==> src/rtl/dac_if_pkg.sv <==
package dac_if_pkg;
    localparam int CMD_BITS  = 24;
    localparam int CODE_BITS = 16;
    localparam int N_CH      = 2;

    // pin positions inside the synchronizer vector
    localparam int PIN_SEL   = 0;
    localparam int PIN_SCLK  = 1;
    localparam int PIN_DATA  = 2;
    localparam int PIN_WR    = 3;
    localparam int PIN_UPD   = 4;
    localparam int PIN_CLR   = 5;
    localparam int PIN_MID   = 6;
    localparam int N_PINS    = 7;

    // idle level of each pin, loaded into the synchronizers at reset
    localparam logic [N_PINS-1:0] PIN_IDLE = 7'b000_1011;

    typedef enum logic {
        LD_IDLE  = 1'b0,
        LD_TRACK = 1'b1
    } ld_state_e;
endpackage

==> src/rtl/pin_sync.sv <==
module pin_sync #(
    parameter int              W       = 4,
    parameter logic [W-1:0]    RST_VAL = '0
) (
    input  logic         clk_i,
    input  logic         rst_ni,
    input  logic [W-1:0] pins_i,
    output logic [W-1:0] lvl_o,
    output logic [W-1:0] prev_o
);
    generate
        for (genvar b = 0; b < W; b++) begin : g_bit
            logic meta_q, lvl_q, prev_q;
            always_ff @(posedge clk_i) begin
                if (!rst_ni) begin
                    meta_q <= RST_VAL[b];
                    lvl_q  <= RST_VAL[b];
                    prev_q <= RST_VAL[b];
                end else begin
                    meta_q <= pins_i[b];
                    lvl_q  <= meta_q;
                    prev_q <= lvl_q;
                end
            end
            assign lvl_o[b]  = lvl_q;
            assign prev_o[b] = prev_q;
        end
    endgenerate
endmodule

==> src/rtl/cmd_shifter.sv <==
module cmd_shifter #(
    parameter int W = 24
) (
    input  logic         clk_i,
    input  logic         rst_ni,
    input  logic         step_i,
    input  logic         bit_i,
    output logic [W-1:0] word_o
);
    logic [W-1:0] word_q;

    always_ff @(posedge clk_i) begin
        if (!rst_ni)     word_q <= '0;
        else if (step_i) word_q <= {word_q[W-2:0], bit_i};
    end

    assign word_o = word_q;

    assert_shift_step_R2: assert property (@(posedge clk_i) disable iff (!rst_ni)
        step_i |=> (word_o[W-1:1] == $past(word_o[W-2:0])) && (word_o[0] == $past(bit_i)));

    assert_shift_hold_R2: assert property (@(posedge clk_i) disable iff (!rst_ni)
        !step_i |=> $stable(word_o));
endmodule

==> src/rtl/chan_regs.sv <==
module chan_regs
    import dac_if_pkg::*;
#(
    parameter int CODE_W = 16,
    parameter int NCH    = 2
) (
    input  logic              clk_i,
    input  logic              rst_ni,
    input  logic              wr_n_i,
    input  logic              ch_sel_i,
    input  logic              bcast_i,
    input  logic [CODE_W-1:0] code_i,
    input  logic              upd_edge_i,
    input  logic              clr_edge_i,
    input  logic              clr_mid_i,
    output logic [CODE_W-1:0] out_o [NCH]
);
    localparam logic [CODE_W-1:0] MID_CODE = {1'b1, {(CODE_W-1){1'b0}}};

    ld_state_e         state_q, state_d;
    logic [NCH-1:0]    wr_en;
    logic [CODE_W-1:0] clr_code;
    logic [CODE_W-1:0] stage_q [NCH];
    logic [CODE_W-1:0] out_q   [NCH];

    // state register
    always_ff @(posedge clk_i) begin
        if (!rst_ni) state_q <= LD_IDLE;
        else         state_q <= state_d;
    end

    // transitions: wr_assert / wr_release
    always_comb begin
        state_d = state_q;
        unique case (state_q)
            LD_IDLE:  if (!wr_n_i) state_d = LD_TRACK;
            LD_TRACK: if (wr_n_i)  state_d = LD_IDLE;
            default:  state_d = LD_IDLE;
        endcase
    end

    assign clr_code = clr_mid_i ? MID_CODE : '0;

    generate
        for (genvar c = 0; c < NCH; c++) begin : g_ch
            assign wr_en[c] = (state_q == LD_TRACK) && (bcast_i || (ch_sel_i == c[0]));

            always_ff @(posedge clk_i) begin
                if (!rst_ni) begin
                    stage_q[c] <= '0;
                    out_q[c]   <= '0;
                end else if (clr_edge_i) begin
                    stage_q[c] <= clr_code;
                    out_q[c]   <= clr_code;
                end else begin
                    if (wr_en[c])   stage_q[c] <= code_i;
                    if (upd_edge_i) out_q[c]   <= stage_q[c];
                end
            end

            assign out_o[c] = out_q[c];

            assert_upd_copy_R6: assert property (@(posedge clk_i) disable iff (!rst_ni)
                (upd_edge_i && !clr_edge_i) |=> out_q[c] == $past(stage_q[c]));

            assert_out_hold_R6: assert property (@(posedge clk_i) disable iff (!rst_ni)
                (!upd_edge_i && !clr_edge_i) |=> $stable(out_q[c]));

            assert_clr_wins_R10: assert property (@(posedge clk_i) disable iff (!rst_ni)
                clr_edge_i |=> (out_q[c] == (clr_mid_i ? MID_CODE : '0)) && (stage_q[c] == out_q[c]));
        end
    endgenerate

    assert_track_a_R4: assert property (@(posedge clk_i) disable iff (!rst_ni)
        (state_q == LD_TRACK && !clr_edge_i && !bcast_i && !ch_sel_i) |=> stage_q[0] == $past(code_i));

    assert_bcast_R4: assert property (@(posedge clk_i) disable iff (!rst_ni)
        (state_q == LD_TRACK && !clr_edge_i && bcast_i) |=> stage_q[0] == stage_q[NCH-1]);

    assert_clr_code_R7: assert property (@(posedge clk_i) disable iff (!rst_ni)
        clr_edge_i |=> (out_q[0] == $past(clr_code)));
endmodule

==> src/rtl/dual_dac_serial_if.sv <==
module dual_dac_serial_if
    import dac_if_pkg::*;
#(
    parameter int CMD_W  = CMD_BITS,
    parameter int CODE_W = CODE_BITS
) (
    input  logic              clk_i,
    input  logic              rst_ni,
    input  logic              sel_n_i,
    input  logic              sclk_i,
    input  logic              sdata_i,
    input  logic              wr_n_i,
    input  logic              upd_i,
    input  logic              clr_i,
    input  logic              clr_mid_i,
    output logic [CODE_W-1:0] code_a_o,
    output logic [CODE_W-1:0] code_b_o,
    output logic              sdata_o
);
    localparam int SEL_POS   = CMD_W - 1;
    localparam int BCAST_POS = CMD_W - 3;

    logic [N_PINS-1:0] pins, lvl, prev;
    logic              shift_clk_now, shift_clk_was;
    logic              step, upd_edge, clr_edge;
    logic [CMD_W-1:0]  word;
    logic [CODE_W-1:0] outs [N_CH];

    assign pins[PIN_SEL]  = sel_n_i;
    assign pins[PIN_SCLK] = sclk_i;
    assign pins[PIN_DATA] = sdata_i;
    assign pins[PIN_WR]   = wr_n_i;
    assign pins[PIN_UPD]  = upd_i;
    assign pins[PIN_CLR]  = clr_i;
    assign pins[PIN_MID]  = clr_mid_i;

    pin_sync #(.W(N_PINS), .RST_VAL(PIN_IDLE)) u_sync (
        .clk_i  (clk_i),
        .rst_ni (rst_ni),
        .pins_i (pins),
        .lvl_o  (lvl),
        .prev_o (prev)
    );

    assign shift_clk_now = lvl[PIN_SEL]  | lvl[PIN_SCLK];
    assign shift_clk_was = prev[PIN_SEL] | prev[PIN_SCLK];
    assign step          = shift_clk_now & ~shift_clk_was;
    assign upd_edge      = lvl[PIN_UPD] & ~prev[PIN_UPD];
    assign clr_edge      = lvl[PIN_CLR] & ~prev[PIN_CLR];

    cmd_shifter #(.W(CMD_W)) u_shift (
        .clk_i  (clk_i),
        .rst_ni (rst_ni),
        .step_i (step),
        .bit_i  (lvl[PIN_DATA]),
        .word_o (word)
    );

    chan_regs #(.CODE_W(CODE_W), .NCH(N_CH)) u_regs (
        .clk_i      (clk_i),
        .rst_ni     (rst_ni),
        .wr_n_i     (lvl[PIN_WR]),
        .ch_sel_i   (word[SEL_POS]),
        .bcast_i    (word[BCAST_POS]),
        .code_i     (word[CODE_W-1:0]),
        .upd_edge_i (upd_edge),
        .clr_edge_i (clr_edge),
        .clr_mid_i  (lvl[PIN_MID]),
        .out_o      (outs)
    );

    assign code_a_o = outs[0];
    assign code_b_o = outs[N_CH-1];
    assign sdata_o  = word[SEL_POS];

    assert_clr_keeps_shift_R7: assert property (@(posedge clk_i) disable iff (!rst_ni)
        (clr_edge && !step) |=> $stable(word));
endmodule

==> config.mk <==
export PLATFORM = sky130hd
export DESIGN_NAME = dual_dac_serial_if
export DESIGN_NICKNAME = d
export VERILOG_FILES = /design/src/rtl/dac_if_pkg.sv /design/src/rtl/pin_sync.sv /design/src/rtl/cmd_shifter.sv /design/src/rtl/chan_regs.sv /design/src/rtl/dual_dac_serial_if.sv
export SDC_FILE = /design/constraint.sdc
export NUM_CORES = 1
export LEC_CHECK = 0
export BUFFER_PORTS_ARGS = -buffer_cell sky130_fd_sc_hd__buf_2
export CORE_MARGIN = 4
export CORE_UTILIZATION = 61
export DETAILED_ROUTE_END_ITERATION = 12
export GPL_ROUTABILITY_DRIVEN = 1
export PLACE_DENSITY = 0.91
export SLEW_MARGIN = 20
export SYNTH_ARGS = -nofsm -noshare
export SYNTH_HDL_FRONTEND = slang
export SYNTH_SLANG_ARGS = --single-unit
==> constraint.sdc <==
create_clock -name clk_i -period 3.88 [get_ports clk_i]
set_input_delay 0.388 -clock clk_i [delete_from_list [all_inputs] [get_ports clk_i]]
set_output_delay 0.388 -clock clk_i [all_outputs]
set_load 0.1 [all_outputs]
==> results of run 1 <==
-- flip-flops by register name (all words and copies together), names as in the netlist --
| name | flops |
|---|---|
| u_sync.g_bit.prev_q | 4 |
| u_sync.g_bit.lvl_q | 7 |
| u_regs.stage_q | 32 |
| u_shift.word_o | 24 |
| u_regs.out_q | 32 |
| u_sync.g_bit.meta_q | 7 |
| u_regs.state_q | 1 |
-- cell type report --
type / count / area [um2] / share of cell area (%)
Sequential cell: 107 / 2780 / 64.8
Multi-Input combinational cell: 148 / 987 / 23.0
Timing Repair Buffer: 44 / 228 / 5.30
Clock buffer: 9 / 124 / 2.88
Tap cell: 75 / 93.8 / 2.19
Clock inverter: 6 / 65.1 / 1.52
Inverter: 3 / 13.8 / 0.321
-- stage by stage --
stage | area (um2) | setup WS [ns] | hold WS [ns] | std cells | util, %
after global routing | 4290 | 1.49 | 0.203 | 392 | 71.3
after global placement | 4110 | 1.64 | 0.377 | 377 | 68.1
after CTS | 4290 | 1.65 | 0.200 | 392 | 71.3
after floorplan | 3860 | 1.29 | 0.363 | 270 | -
after detailed placement | 4110 | 1.55 | 0.375 | 377 | 68.1
final | 4290 | 1.71 | 0.215 | 392 | 71.3
-- worst register-to-register path, delay by kind of cell, from the launching register on --
family	cells	cell delay, ns
and+or+nand+nor	3	1.50
DFF	1	0.31
-- logic make-up after synthesis --
kind of cell	synth area share, %
simple gates	18.3
compound gates	1.04
buf+inv	2.24
flops	72.2
mux	6.23
-- worst max path at each step --
stage	from	endpoint	slack (ns)	cells past startpoint
6_report	u_sync.g_bit[5].prev_q	u_regs.out_q[1][5]	1.71	3
2_1_floorplan	u_shift.word_o[23]	u_regs.stage_q[0][0]	1.29	2
4_1_cts	u_sync.g_bit[5].prev_q	u_regs.out_q[1][5]	1.65	3
3_5_place_dp	rst_ni	u_regs.out_q[1][7]	1.55	4
5_1_grt	u_sync.g_bit[5].prev_q	u_regs.out_q[1][2]	1.49	3
3_3_place_gp	rst_ni	u_regs.out_q[0][6]	1.64	4
-- layer usage --
layer  track usage [%]  routed length, um
met1              18.8               2230
met2              25.0               2580
met3              4.35                303
met4              6.28                 73
met5                 0                  0
-- placed cells by master (no fill, tap or decap), drive strengths merged, types with 4 or more instances in the layout --
cell type / synthesis / layout
inv: 3 / 4
buf: 8 / 44
o21ai: 4 / 4
mux2i: 24 / 24
dfxtp: 43 / 43
nand2b: 10 / 10
nor2: 4 / 4
edfxtp: 64 / 64
clkbuf: 4 / 9
nand2: 27 / 27
and2: 69 / 69
-- report_power, final --
part | internal (mW) | switching [mW]
registers | 1.25 | 0.0105
logic | 0.0258 | 0.179
clock network | 0.295 | 0.344
total | 1.57 | 0.533
==> summary.md, run 1 <==
| Metric | Value |
|---|---|
| Post-synthesis sequential area ratio | 72.2% |
| I/O Pins | 42 |
| Setup-failing EPs final | 0 |
| Pin count of the biggest net entering global routing | 46 |
| Area of the core | 0.00603 mm2 |
| Yosys top cell area share | 49.8% |
| Diode count | 0 |
| Final hold vios | 0 |
| CTS tree | yes |
| DR pass1 iterations | 4 |
| Crit Path Class | flip-flop to flip-flop |
| Overflow left after global routing | 0 |
| Relative slew margins | 47.3% |
| Drt initial violations | 87 |
| Final Max Slew Viols | 0 |
| Slew at the pin with the worst max-slew slack | 0.787 ns |
| Critical path endpoint category | flip-flop |
| Reg2Reg Capture Point | u_regs.out_q[1][5] |
| Total GRT Usage | 15.1% |
| Cts hold-fix bufs | 0 |
| Routability cong. | 0.765 |
| WP data arrival | 2.15 ns |
| Critical Path Fanout Max | 34 |
| Largest cells by area after synthesis | edfxtp_1 50%, dfxtp_1 22%, and2_1 11% |
| Main synth FF type | edfxtp_1 |
| Worst r2r src | u_sync.g_bit[5].prev_q |
| Number of synthesized flops with an enable pin | 64 |
| Per-cell routed wire length | 13.2 um |
| Port Buffer Count | 41 |
| H-tree lvl count | 3 |
| Peak supply drop | 0.383 mV |
| Synth warnings | 0 |
| Fmax | 0.461 GHz |
| Initial core utilization | 64.0% |
| Synth Area per Inst | 14.3 um2 |
| Setup crit start kind | flip-flop |
| Final Cycle Share | 55.9% |
| Die W | 87.5 um |
| Post-synthesis cell type count | 24 |
| Status | finished, final reports clean |
| PwrDens | 489 mW/mm2 |
| RSZ-0062 raised after global routing | no |
| Critical path cell sequence | and2b_4 > nor3_4 > nand2b_1 |
| Setup bufs post-CTS | 0 |
| Clock buffer depth | 2 |
| Post-layout total power | 2.10 mW |
| First-pass GRT wire length | 8780 um |
| P&R area growth vs syn | 11.4% |
| Initial antenna violation count | 0 |
| Die extent in y | 87.5 um |
| Worst Path Required | 3.87 ns |
| Share of layout cells above drive strength 1 | 21.5% |
| Dpl hpwl | 3750 um |
| DRC viols | 0 |
| Tmin final | 2.17 ns |
| Post-Syn Area | 0.00386 mm2 |
| Worst hold start | sclk_i |
| Cell Rows | 28 |
| Clock Latency Late Sink | 0.35 ns |
| Vias post-DR | 1965 |
| Worst Hold Depth | 2 |
| Antenna viol nets, final | 0 |
| Fillers | 387 |
| Worst R2R Path Depth | 3 |
| Cells after Synth | 270 |
| Post-CTS resize count | 0 |
| Via density | 5.01 |
| Vias in the first global route | 1881 |
| Async S/R FF share, synth | 0% |
| Lkg Pwr | 1.66 nW |
| CP delay by family, top | simple AND/OR/NAND/NOR gates |
| Most common cell in the netlist | and2_1 |
| Synth cell count leaders | 69 x and2_1, 64 x edfxtp_1, 43 x dfxtp_1 |
| Yosys top cell by area | edfxtp_1 |
| CP max-delay cell | nand2b_1 |
| HP Class | input pin to flip-flop |
| Worst-path clk slew | 0.09 ns |
| CP peak stage delay | 0.67 ns |
| Nets | 322 |
| Post-Route Setup TNS | 0 ns |
| Net Count, Synth | 279 |
| Yosys reg bits | 107 |
| Clock Skew | 0.0114 ns |
| Register-to-register setup slack | 1.71 ns |
| CTS root buf | clkbuf_8 |
| TritonCTS Buffers | 9 |
| Worst Hold End | u_sync.g_bit[1].meta_q |
| Die area | 0.00766 mm2 |
| Max cap viols | 0 |
| Clk sinks | 107 |
| Bufs and invs on worst path | 0 |
| Detailed-route wire length | 5190 um |
No activity file was read; power rests on OpenSTA's default activity.
==> run 2: changes to the inputs <==
--- a/config.mk
+++ b/config.mk
@@ -7,10 +7,10 @@
 export LEC_CHECK = 0
 export BUFFER_PORTS_ARGS = -buffer_cell sky130_fd_sc_hd__buf_2
 export CORE_MARGIN = 4
-export CORE_UTILIZATION = 61
+export CORE_UTILIZATION = 57
 export DETAILED_ROUTE_END_ITERATION = 12
 export GPL_ROUTABILITY_DRIVEN = 1
-export PLACE_DENSITY = 0.91
+export PLACE_DENSITY = 0.87
 export SLEW_MARGIN = 20
 export SYNTH_ARGS = -nofsm -noshare
 export SYNTH_HDL_FRONTEND = slang
==> constraint.sdc (replaced) <==
create_clock -name clk_i -period 2.1 [get_ports clk_i]
set_input_delay 0.21 -clock clk_i [delete_from_list [all_inputs] [get_ports clk_i]]
set_output_delay 0.21 -clock clk_i [all_outputs]
set_load 0.1 [all_outputs]
==> run 2 against run 1 <==
  * Global-route usage is 1.1 points lower
  * Cell area is 0.93% higher
  * Highest routed layer unchanged
  * Sequential cell count stayed put
  * First-iteration DRC count is 46% higher
==> summary.md, run 2 (synthesized netlist as in run 1, its figures left out) <==
| Metric | Value |
|---|---|
| Setup crit start kind | flip-flop |
| Worst hold start | sel_n_i |
| Via density | 4.89 (-2.5%) |
| HP Class | input pin to flip-flop |
| CTS root buf | clkbuf_8 |
| Setup bufs post-CTS | 0 (unchanged) |
| Cts hold-fix bufs | 0 (unchanged) |
| Clock Skew | 0.0162 ns (+0.00483 ns) |
| DR pass1 iterations | 4 (unchanged) |
| Clock buffer depth | 2 (unchanged) |
| Post-CTS resize count | 0 (unchanged) |
| Fmax | 0.608 GHz (+32%) |
| Per-cell routed wire length | 13.1 um (-1.4%) |
| Critical path cell sequence | and2b_4 > nor3_4 > nand2b_1 |
| H-tree lvl count | 3 (unchanged) |
| Die area | 0.00815 mm2 (+6.4%) |
| Fillers | 475 (+23%) |
| CP max-delay cell | nand2b_1 |
| Peak supply drop | 0.485 mV (+27%) |
| Cell Rows | 29 (+3.6%) |
| Relative slew margins | 51.4% (+4.0 points) |
| CTS tree | yes |
| Tmin final | 1.64 ns (-0.523 ns) |
| Most common cell after layout, fill and taps aside | and2_1 |
| Initial core utilization | 59.7% (-4.3 points) |
| Vias in the first global route | 1938 (+3.0%) |
| First-pass GRT wire length | 9130 um (+3.9%) |
| Drt initial violations | 127 (+46%) |
| Final hold vios | 0 (unchanged) |
| Dpl hpwl | 3630 um (-3.3%) |
| Status | finished, final reports clean |
| Total GRT Usage | 14.1% (-1.1 points) |
| Detailed-route wire length | 5180 um (-0.19%) |
| Slew at the pin with the worst max-slew slack | 0.729 ns (-0.0581 ns) |
| Placement Setup Slack | 0.421 ns (-1.13 ns) |
| Routability cong. | 0.709 (-7.4%) |
| Register-to-register setup slack | 0.46 ns (-1.26 ns) |
| FF+latch area | 0.00278 mm2 (unchanged) |
| WP depth | 3 (unchanged) |
| WP data arrival | 1.64 ns (-0.51 ns) |
| Pin count of the biggest net entering global routing | 41 (-11%) |
| Diode count | 0 (unchanged) |
| P&R area growth vs syn | 12.4% |
| RSZ-0062 raised after global routing | no |
| Final Non-Filler Cells | 397 (+1.3%) |
| Most frequent cells in the layout | 69 x and2_1, 64 x edfxtp_1, 43 x dfxtp_1 |
| Die extent in y | 90.3 um (+3.1%) |
| CP peak stage delay | 0.61 ns (-0.06 ns) |
| Die W | 90.3 um (+3.1%) |
| Reg2Reg Capture Point | u_regs.out_q[1][4] |
| Worst Hold End | u_sync.g_bit[0].meta_q |
| Antenna viol nets, final | 0 (unchanged) |
| Worst Hold Depth | 2 (unchanged) |
| Setup-failing EPs final | 0 (unchanged) |
| Worst Path Required | 2.10 ns (-1.77 ns) |
| Lkg Pwr | 1.68 nW (+1.3%) |
| Critical Path Fanout Max | 16 (-53%) |
| Clock Latency Late Sink | 0.36 ns (about the same) |
| Final Max Slew Viols | 0 (unchanged) |
| Max cap viols | 0 (unchanged) |
| Post-Route Setup TNS | 0 ns (unchanged) |
| Nets | 324 (+0.62%) |
| CP delay by family, top | simple AND/OR/NAND/NOR gates |
| Worst R2R Path Depth | 3 (unchanged) |
| Share of layout cells above drive strength 1 | 22.5% (+1.0 points) |
| PwrDens | 916 mW/mm2 (+87%) |
| Placed insts | 381 (+1.1%) |
| Final Cycle Share | 78.3% (+22 points) |
| Port Buffer Count | 41 (unchanged) |
| Area of the core | 0.00646 mm2 (+7.2%) |
| Worst-path clk slew | 0.10 ns (about the same) |
| Crit Path Class | flip-flop to flip-flop |
| Vias post-DR | 1941 (-1.2%) |
| TritonCTS Buffers | 9 (unchanged) |
| Clk sinks | 107 (unchanged) |
| I/O Pins | 42 (unchanged) |
| Worst r2r src | u_sync.g_bit[5].prev_q |
| Critical path endpoint category | flip-flop |
| Initial antenna violation count | 0 (unchanged) |
| Area taken by multi-input logic gates | 991 um2 (+0.38%) |
| Bufs and invs on worst path | 0 (unchanged) |
| DRC viols | 0 (unchanged) |
| Final WS setup | 0.455 ns (-1.26 ns) |
| Overflow left after global routing | 0 (unchanged) |
-- run 2: stage by stage --
step                      power, mW  hold WS [ns]  util [%]  area, um2
after floorplan                2.70         0.311         -       3860
after CTS                      4.00        0.0129      67.1       4330
after detailed placement       2.76         0.392      63.9       4130
after global routing           4.12        0.0299      67.1       4330
after global placement         2.75         0.390      63.9       4130
final                          3.97        0.0278      67.1       4330
-- run 2: worst max-delay path by stage --
stage,slack [ns],from,to
6_report,0.46,u_sync.g_bit[5].prev_q,u_regs.out_q[1][4]
3_5_place_dp,0.42,rst_ni,u_regs.out_q[1][6]
4_1_cts,0.44,u_sync.g_bit[5].prev_q,u_regs.out_q[1][4]
2_1_floorplan,0.11,u_shift.word_o[23],u_regs.stage_q[1][0]
3_3_place_gp,0.50,rst_ni,u_regs.out_q[1][8]
5_1_grt,0.29,u_sync.g_bit[5].prev_q,u_regs.out_q[1][4]
-- run 2: final cells by class --
cell class,instances,area share [%]
timing repair buffer,46,5.60
clock buffer,9,2.86
inverter,3,0.318
multi-input combinational,148,22.9
clock inverter,7,1.93
sequential,107,64.2
tap,77,2.22
-- run 2: where the power goes --
part | internal [mW] | switching [mW]
sequential | 2.30 | 0.0186
clock | 0.572 | 0.693
combinational | 0.0502 | 0.332
-- run 2: routing by layer --
| metal | part of all wire [%] | wire [um] | GRT usage, % | vias up |
|---|---|---|---|---|
| li1 | - | - | - | 1000 |
| met1 | 46 | 2390 | 18.2 | 892 |
| met2 | 48 | 2470 | 21.9 | 43 |
| met3 | 5.1 | 263 | 5.25 | 6 |
| met4 | 0.98 | 51 | 4.97 | 0 |
| met5 | 0 | 0 | 0 | - |
